`config.mk`:
```
export PLATFORM = sky130hd
export DESIGN_NAME = aw_phase_sync
export DESIGN_NICKNAME = d
export VERILOG_FILES = /design/src/rtl/aws_pkg.sv /design/src/rtl/aws_edge_det.sv /design/src/rtl/aws_range_dec.sv /design/src/rtl/aws_hold_reg.sv /design/src/rtl/aw_phase_sync.sv
export SDC_FILE = /design/constraint.sdc
export NUM_CORES = 1
export LEC_CHECK = 0
export CAP_MARGIN = 20
export CORE_MARGIN = 2
export CORE_UTILIZATION = 44
export DETAILED_ROUTE_END_ITERATION = 8
export HOLD_SLACK_MARGIN = 0.05
export PLACE_DENSITY = 0.79
export SLEW_MARGIN = 20
export SYNTH_ARGS = -nofsm -noshare
export SYNTH_HDL_FRONTEND = slang
export SYNTH_SLANG_ARGS = --single-unit
```
`constraint.sdc`:
```
create_clock -name clk -period 4.2 [get_ports clk]
set_clock_uncertainty 0.15 [all_clocks]
set_input_delay 0.42 -clock clk [delete_from_list [all_inputs] [get_ports clk]]
set_output_delay 0.42 -clock clk [all_outputs]
set_load 0.03 [all_outputs]
```
`src/rtl/aws_pkg.sv`:
```
package aws_pkg;
    typedef enum logic [0:0] {
        ST_IDLE = 1'b0,
        ST_HOLD = 1'b1
    } aws_state_e;
endpackage

```
`src/rtl/aws_edge_det.sv`:
```
module aws_edge_det #(
    parameter bit RISING = 1'b1
) (
    input  logic clk,
    input  logic rst_n,
    input  logic sig,
    output logic pulse
);
    logic sig_q;

    always_ff @(posedge clk or negedge rst_n) begin
        if (!rst_n) sig_q <= 1'b0;
        else        sig_q <= sig;
    end

    generate
        if (RISING) begin : g_rise
            assign pulse = sig & ~sig_q;
        end else begin : g_fall
            assign pulse = ~sig & sig_q;
        end
    endgenerate
endmodule

```
`src/rtl/aws_range_dec.sv`:
```
module aws_range_dec #(
    parameter int          AW = 8,
    parameter logic [AW-1:0] LO = 'h80,
    parameter logic [AW-1:0] HI = 'h9F
) (
    input  logic [AW-1:0] addr,
    output logic          hit
);
    assign hit = (addr >= LO) && (addr <= HI);
endmodule

```
`src/rtl/aws_hold_reg.sv`:
```
module aws_hold_reg #(
    parameter int AW = 8,
    parameter int DW = 8
) (
    input  logic          clk,
    input  logic          rst_n,
    input  logic          load,
    input  logic [AW-1:0] addr_in,
    input  logic [DW-1:0] data_in,
    output logic [AW-1:0] addr_q,
    output logic [DW-1:0] data_q
);
    always_ff @(posedge clk or negedge rst_n) begin
        if (!rst_n) begin
            addr_q <= '0;
            data_q <= '0;
        end else if (load) begin
            addr_q <= addr_in;
            data_q <= data_in;
        end
    end
endmodule

```
`src/rtl/aw_phase_sync.sv`:
```
module aw_phase_sync
    import aws_pkg::*;
#(
    parameter int            AW    = 8,
    parameter int            DW    = 8,
    parameter logic [AW-1:0] SC_LO = 'h80,
    parameter logic [AW-1:0] SC_HI = 'h9F
) (
    input  logic          clk,
    input  logic          rst_n,
    input  logic          sync_en,
    input  logic          phi1_in,
    input  logic          phi2_in,
    input  logic          cpu_wr,
    input  logic [AW-1:0] cpu_addr,
    input  logic [DW-1:0] cpu_wdata,
    output logic          cpu_stall,
    output logic          reg_wr,
    output logic [AW-1:0] reg_addr,
    output logic [DW-1:0] reg_wdata,
    output logic          col_irq
);
    aws_state_e    state_q, state_d;
    logic          phi1_rise;
    logic          sc_hit;
    logic          defer;
    logic          load;
    logic [AW-1:0] held_addr;
    logic [DW-1:0] held_data;
    logic          pending;

    aws_edge_det #(.RISING(1'b1)) u_phi1_edge (
        .clk(clk), .rst_n(rst_n), .sig(phi1_in), .pulse(phi1_rise)
    );

    aws_edge_det #(.RISING(1'b0)) u_phi2_edge (
        .clk(clk), .rst_n(rst_n), .sig(phi2_in), .pulse(col_irq)
    );

    aws_range_dec #(.AW(AW), .LO(SC_LO), .HI(SC_HI)) u_dec (
        .addr(cpu_addr), .hit(sc_hit)
    );

    aws_hold_reg #(.AW(AW), .DW(DW)) u_hold (
        .clk(clk), .rst_n(rst_n), .load(load),
        .addr_in(cpu_addr), .data_in(cpu_wdata),
        .addr_q(held_addr), .data_q(held_data)
    );

    assign defer   = sync_en & sc_hit;
    assign pending = (state_q == ST_HOLD);

    // state register
    always_ff @(posedge clk or negedge rst_n) begin
        if (!rst_n) state_q <= ST_IDLE;
        else        state_q <= state_d;
    end

    // next state
    always_comb begin
        state_d = state_q;
        unique case (state_q)
            ST_IDLE: if (cpu_wr && defer) state_d = ST_HOLD;
            ST_HOLD: if (phi1_rise)       state_d = ST_IDLE;
            default: state_d = ST_IDLE;
        endcase
    end

    // outputs
    always_comb begin
        cpu_stall = 1'b0;
        reg_wr    = 1'b0;
        load      = 1'b0;
        reg_addr  = cpu_addr;
        reg_wdata = cpu_wdata;
        unique case (state_q)
            ST_IDLE: begin
                if (cpu_wr) begin
                    if (defer) begin
                        cpu_stall = 1'b1;
                        load      = 1'b1;
                    end else begin
                        reg_wr = 1'b1;
                    end
                end
            end
            ST_HOLD: begin
                reg_addr  = held_addr;
                reg_wdata = held_data;
                if (phi1_rise) reg_wr    = 1'b1;
                else           cpu_stall = 1'b1;
            end
            default: ;
        endcase
    end
endmodule

```
==> summary.md, run 1 <==
For this design the static power due to leakage is 0.6071 nW. Across the run, the number of max-cap violations was 0. The number of cells traversed by the worst register-to-register path works out to 2. Via count of the first global-routing pass: 715. STA classifies the critical path startpoint as a flop. The hold path startpoint is u_hold.addr_q[7].

For the synthesized netlist cell count, the log shows 63. Dividing the detail-routed wire length by the instance count gives 14.07 µm. The post-CTS setup-driven buffer insertion count is 0, and the share of the clock period used by the worst path after layout is 68.12%.

Walking the worst path, the cells encountered are nand3b_4 > nand2_1 > clkdlybuf4s50_1. At the pin with the least slew margin, the transition time is 865.4 ps. The first global-routing pass estimated 3.208 mm of wire. The placeable core area was 1982 µm²; the final-report setup violation count was 0. In this design, the largest share of critical-path delay is due to flip-flops. 41 I/O pins were placed. The run gives 127 as the layout net count. The critical path is of the flop to primary output type. The library cell used most frequently in the layout, excluding fill and tap cells, is clkdlybuf4s50_1.

The number of clock sinks came out at 19. Across all register-to-register paths, the minimum setup slack is 2290 ps. The first routing iteration left 2 violations. Library cell contributing the largest single delay on the critical path: dfrtp_1. After floorplanning, the core was divided into 16 placement rows. The tools report the termination of the worst setup path as cpu_stall. Measured against its own limit, the worst slew margin works out to 42.13%.

Summing every instance area after synthesis gives 934.6 µm². For the cell count after placement, the log shows 127. The path class of the tightest hold or removal check is flop to flop. The tools report the maximum VDD drop as 217.5 µV. In this design, the stage delay of the slowest critical-path cell is 850 ps.

In this run the critical register-to-register path is captured at u_hold.data_q[4]. In this run the deepest clock path goes through 2 buffers. Of all nets on the critical path, the largest fanout is 20. The run gives 1.843 mm as the final wirelength.

Global routing consumed, over all layers together, 16.59% of the routing resources. The finished cells cover 1374 µm². The area enclosed by the die boundary was 2509 µm².

The final number of hold-violating endpoints was 0. The detail route stage leaves a number of antenna-violating nets equal to 0. The signed area change from the synthesized netlist to the final layout came out at 46.99%. The total count of max-transition violations in the final report is 0, and the largest net degree at the start of global routing is 21.

Clock-pin slew was measured on the worst setup and hold paths at 100 ps. The tools report the overall via count from detail_route as 663. The post-synthesis net count was 85; the number of gates on the worst path with buffers counted was 3. Of the cells placed in the final design, the portion with a size suffix greater than 1 is 32.69%. STA classifies the critical path endpoint as a primary output.

For the final routed database, the setup TNS stands at 0 ps. Summing the sequential cell areas from Yosys gives 50.87% of the chip area. After detailed routing, the number of vias per cell comes to 5.061.

The arrival time of data at the critical path endpoint was 2290 ps; the number of diodes added for antenna fixing was 0. The post-CTS resize count is 0. TritonCTS built the clock tree. The congestion estimate from routability-driven global placement came to 0.6456.

The total overflow reported by the global router is 0. The logs give 47.16% for the initial standard-cell utilization of the core and 0 for the hold-fix buffer count after cts. The die is 50.09 µm wide.

The number of detailed-routing iterations run before antenna repair was 3; the combined buffer and inverter count along the critical path was 1. Hold timing on the final database bottoms out at a slack of 337.9 ps. In this run the worst setup path begins at pending. Worst flop-to-flop path startpoint: pending. In this run, distinct cell masters in the synthesized netlist total 14. The logs give 349.5 MHz for the maximum clock rate and 0 for the total of warnings raised by yosys. After detailed placement, the total cell area comes to 1348 µm². The design draws 0.4766 mW.

At the worst endpoint, the required time is 3630 ps. The detailed-route DRC error count came out at 0. Setup repair after global routing left no endpoint under its margin. The tools report the detailed placement HPWL as 1.341 mm. During placement, the flow inserted port buffers numbering 40.

Dividing total power by cell area gives a power density of 346.9 nW/µm². The flow ran to the end, and the final reports show no timing, DRC or antenna violations. The worst-skew pair later-pin latency is 280 ps. The root cell of the clock tree is clkbuf_4. The initial antenna violation count is 0, and the final critical delay including setup and external delays is 2861 ps. Leaving out fill and tap cells, the most frequent cells in the layout are clkdlybuf4s50_1 (40), mux2_2 (23), dfrtp_1 (19), mux2_4 (6), clkbuf_4 (3). After synthesis the netlist holds a flip-flop and latch count of 19. In this run the mean area of a mapped cell was 14.84 µm².

The H-tree level count is 1. After the flow finishes, the layout carries non-filler instances totaling 131. Counting the buffers created by CTS gives 3.

The die is 50.09 µm tall.
==> kinds of logic after synthesis <==
logic type	count (synthesis)	share of synthesized area (%)
mux	29	37.35
flops	19	50.87
simple gates	9	8.032
buf+inv	4	2.677
compound gates	2	1.071
==> cell usage after synthesis <==
master	instances	area (µm²)
mux2_2	23	259.0
dfrtp_1	19	475.5
mux2_4	6	90.09
and2_1	2	12.51
buf_2	2	10.01
nand2b_1	2	12.51
o21ai_0	2	10.01
and4bb_2	1	12.51
buf_6	1	11.26
inv_1	1	3.750
nand2_1	1	3.750
nand3b_1	1	7.510
nand3b_4	1	20.02
nor2b_1	1	6.260
==> worst reg2reg max path, stage by stage, from the launching register on <==
cell and delay (ps):
dfrtp_1 850, nand3b_4 430, mux2_2 370
==> per-stage QoR <==
step | util, % | setup slack [ps]
floorplan | - | 2257
global placement | 67.99 | 1380
detailed placement | 67.99 | 1358
CTS | 69.32 | 1289
global route | 69.32 | 1179
finish | 69.32 | 1339
==> worst min path at each step <==
stage,end,slack (ps),depth (start not counted)
floorplan,pending,-30,0
global placement,u_hold.addr_q[7],310,1
detailed placement,u_hold.addr_q[7],320,1
CTS,u_hold.addr_q[7],360,1
global route,u_hold.addr_q[7],360,1
finish,u_hold.addr_q[7],340,1
==> sequential cells by signal, indices dropped and copies added (netlist names) <==
name               cells
u_phi1_edge.sig_q      1
u_hold.data_q          8
u_hold.addr_q          8
pending                1
u_phi2_edge.sig_q      1
==> routing by layer <==
layer / global-route usage [%] / wire, µm / up-vias
li1: - / - / 308
met3: 3.939 / 126 / 2
met2: 28.51 / 906 / 26
met4: 4.167 / 7 / 0
met5: 0 / 0 / -
met1: 20.70 / 802 / 327
==> final cells by class <==
cell class | count | area [µm²]
Fill cell | 144 | 608.1
Timing Repair Buffer | 40 | 400.4
Inverter | 1 | 3.754
Sequential cell | 19 | 475.5
Tap cell | 27 | 33.78
Clock buffer | 4 | 26.28
Multi-Input combinational cell | 40 | 434.2
==> power by group <==
| part | switching (mW) | internal, mW |
|---|---|---|
| combinational | 0.0621 | 0.0908 |
| sequential | 0.0198 | 0.215 |
| clock | 0.0523 | 0.0368 |
No activity file was read; power rests on OpenSTA's default activity.
==> inputs of run 2 (changes only) <==
--- a/config.mk
+++ b/config.mk
@@ -6,11 +6,12 @@
 export NUM_CORES = 1
 export LEC_CHECK = 0
 export CAP_MARGIN = 20
+export CORE_ASPECT_RATIO = 1.75
 export CORE_MARGIN = 2
-export CORE_UTILIZATION = 44
+export CORE_UTILIZATION = 41
 export DETAILED_ROUTE_END_ITERATION = 8
 export HOLD_SLACK_MARGIN = 0.05
-export PLACE_DENSITY = 0.79
+export PLACE_DENSITY = 0.74
 export SLEW_MARGIN = 20
 export SYNTH_ARGS = -nofsm -noshare
 export SYNTH_HDL_FRONTEND = slang
==> constraint.sdc (replaced) <==
create_clock -name clk -period 2.8 [get_ports clk]
set_clock_uncertainty 0.15 [all_clocks]
set_input_delay 0.28 -clock clk [delete_from_list [all_inputs] [get_ports clk]]
set_output_delay 0.28 -clock clk [all_outputs]
set_load 0.03 [all_outputs]
==> run 2 against run 1 <==
Net effect: sequential cell count unchanged; via count up 0.90%; die area up 7.3%; wire length down 0.43%; combinational power up 50%.
==> summary.md, run 2 (synthesis gave the netlist of run 1 again) <==
For the layout net count, the log shows 128. The power per standard cell area was 518.8 nW/µm²; the sequential cell area in the final layout was 475.5 µm². Clock tree synthesis selected as its root buffer the cell clkbuf_4. The tools report the largest net degree at the start of global routing as 21. For the pin with the worst max-slew slack, the measured transition is 828.9 ps.

The number of clock sinks came out at 19. Setup repair after global routing left no endpoint under its margin. Routability-driven placement finished with a final weighted congestion of 0.7014. After clock tree synthesis, the repair step resized 0 gates. The total count of max-transition violations in the final report is 0, and the count of buffers from port buffering is 40. STA classifies the critical path endpoint as a primary output. The library cell used most frequently in the layout, excluding fill and tap cells, is clkdlybuf4s50_1. Leaving out fill and tap cells, the most frequent cells in the layout are clkdlybuf4s50_1 (40), mux2_2 (23), dfrtp_1 (19), mux2_4 (6), clkbuf_4 (3).

For the arrival time of data at the critical path endpoint, the log shows 2170 ps. Setup violations remaining at the end of the flow were counted as 0. In this run the static leakage power is 0.6140 nW. The H-tree level count was 1; the initial standard-cell utilization of the core was 44.10%. The number of antenna diodes in the final layout is 0.

The ratio of routed vias to standard cells is 5.186. After global routing the overflow that remains totals 0. The routed design could run at a clock period as short as 2596 ps. The run gives 307.9 µV as the maximum VDD drop. Summed over all nets, the half-perimeter wirelength after detailed placement is 1.376 mm.

Wires add up to 1.835 mm. Detailed-route DRC error count: 0. The logs give 2370 ps for the required time of the worst setup path and 290 ps for the worst-skew pair later-pin latency. The category of the worst setup path launch point is a flop.

For the combined area of the multi-input logic cells, the log shows 434.2 µm². The flow ran to the end, and the final reports show no timing, DRC or antenna violations. The clock passes through at most 2 buffers. The initial antenna violation count came out at 0.

The maximum fanout along the worst path works out to 20. The pre-CTS setup slack is 461.3 ps, and the height of the die is 67.16 µm. The die covers 2692 µm².

The number of buffers created by CTS is 3. The overall die width works out to 40.09 µm. After layout, the worst setup slack is 204.3 ps. The number of detailed-routing iterations run before antenna repair was 3; the placeable core area was 2120 µm².

The number of hold buffers added after CTS was 0. After layout, the worst path uses 92.70% of the clock period. The tool flagged a number of max-cap violations equal to 0. After clock tree synthesis, the clock-pin slew on the worst setup and hold paths is 110 ps.

Via count of the first global-routing pass: 669. The fraction of final layout cells sized beyond drive strength 1 is 34.29%, and the overall track demand over capacity in global routing is 16.27%. The first global-routing pass estimated 2.980 mm of wire. The worst setup path is of the flop to primary output kind.

Relative to the synthesized area, the layout overhead comes to 47.52%. The logs give 0 for the final number of hold-violating endpoints and 22 for the number of standard-cell rows in the floorplan. The layout has 185 filler cells.

The detailed router finished its first iteration with 9 violations. The number of antenna-violating nets in the routed design is 0. Dividing the detail-routed wire length by the instance count gives 14.22 µm. The tightest slew margin relative to the limit was 44.57%; the top-level I/O count was 41.

The largest registers in the layout are u_hold.addr_q x8, u_hold.data_q x8. Once the clock tree was built, the setup fixing pass inserted 0 buffers. Adding up every negative setup slack in the final design gives 0 ps.

TritonCTS built the clock tree. Derived from the worst setup path, the maximum achievable clock frequency is 385.3 MHz. Summing over every cut layer, the via total after detailed routing is 669.

The worst hold path belongs to the class primary input to asynchronous set/reset pin.
==> run 2: per-stage QoR <==
stage	std cells	utilization [%]	hold WS (ps)	total power, mW	instance area [µm²]
2_1_floorplan	63	-	-165.6	0.4955	934.6
6_report	129	65.05	298.0	0.7153	1379
3_3_place_gp	125	63.75	321.4	0.5823	1351
3_5_place_dp	125	63.75	321.0	0.5882	1351
4_1_cts	129	65.05	288.6	0.7248	1379
5_1_grt	129	65.05	299.4	0.7519	1379
==> run 2: worst paths after layout <==
| path | startpoint | to | cells past startpoint | slack, ps |
|---|---|---|---|---|
| max | pending | cpu_stall | 3 | 200 |
| min | rst_n | u_hold.addr_q[6] | 1 | 300 |
| max reg2reg | pending | u_hold.data_q[6] | 3 | 810 |
| min reg2reg | u_hold.addr_q[7] | u_hold.addr_q[7] | 1 | 340 |
| max in group asynchronous | rst_n | u_hold.data_q[6] | 1 | 1680 |
| min in group clk | phi2_in | u_phi2_edge.sig_q | 1 | 300 |
==> run 2: cell type report <==
cell class / instances / area share [%]
well taps: 24 / 2.178
inverters: 1 / 0.2722
multi-input cells: 40 / 31.49
clock buffers: 3 / 1.633
clock inverters: 1 / 0.3630
repair buffers: 41 / 29.58
flip-flops and latches: 19 / 34.48
==> run 2: critical path, stage by stage (launching register included) <==
cell and delay (ps):
dfrtp_1 850, o21ai_0 200, nand2_1 140, clkdlybuf4s50_1 680
==> run 2: per-layer routing <==
metal,global-route usage (%),wire [µm]
met4,10.34,38
met1,17.85,702
met3,2.961,92
met5,0,0
met2,27.02,1001
==> run 2: report_power, final <==
part	leakage [nW]	internal (mW)	switching, mW
sequential	0.234	0.322	0.0286
combinational	0.362	0.136	0.0923
clock	0.0177	0.0531	0.0825
total	0.614	0.512	0.203
==> inputs of run 3 (changes only) <==
--- a/config.mk
+++ b/config.mk
@@ -10,7 +10,6 @@
 export CORE_MARGIN = 2
 export CORE_UTILIZATION = 41
 export DETAILED_ROUTE_END_ITERATION = 8
-export HOLD_SLACK_MARGIN = 0.05
 export PLACE_DENSITY = 0.74
 export SLEW_MARGIN = 20
 export SYNTH_ARGS = -nofsm -noshare
==> results of run 3 <==
No change in the layout: final DEF, timing and power equal those of run 2.
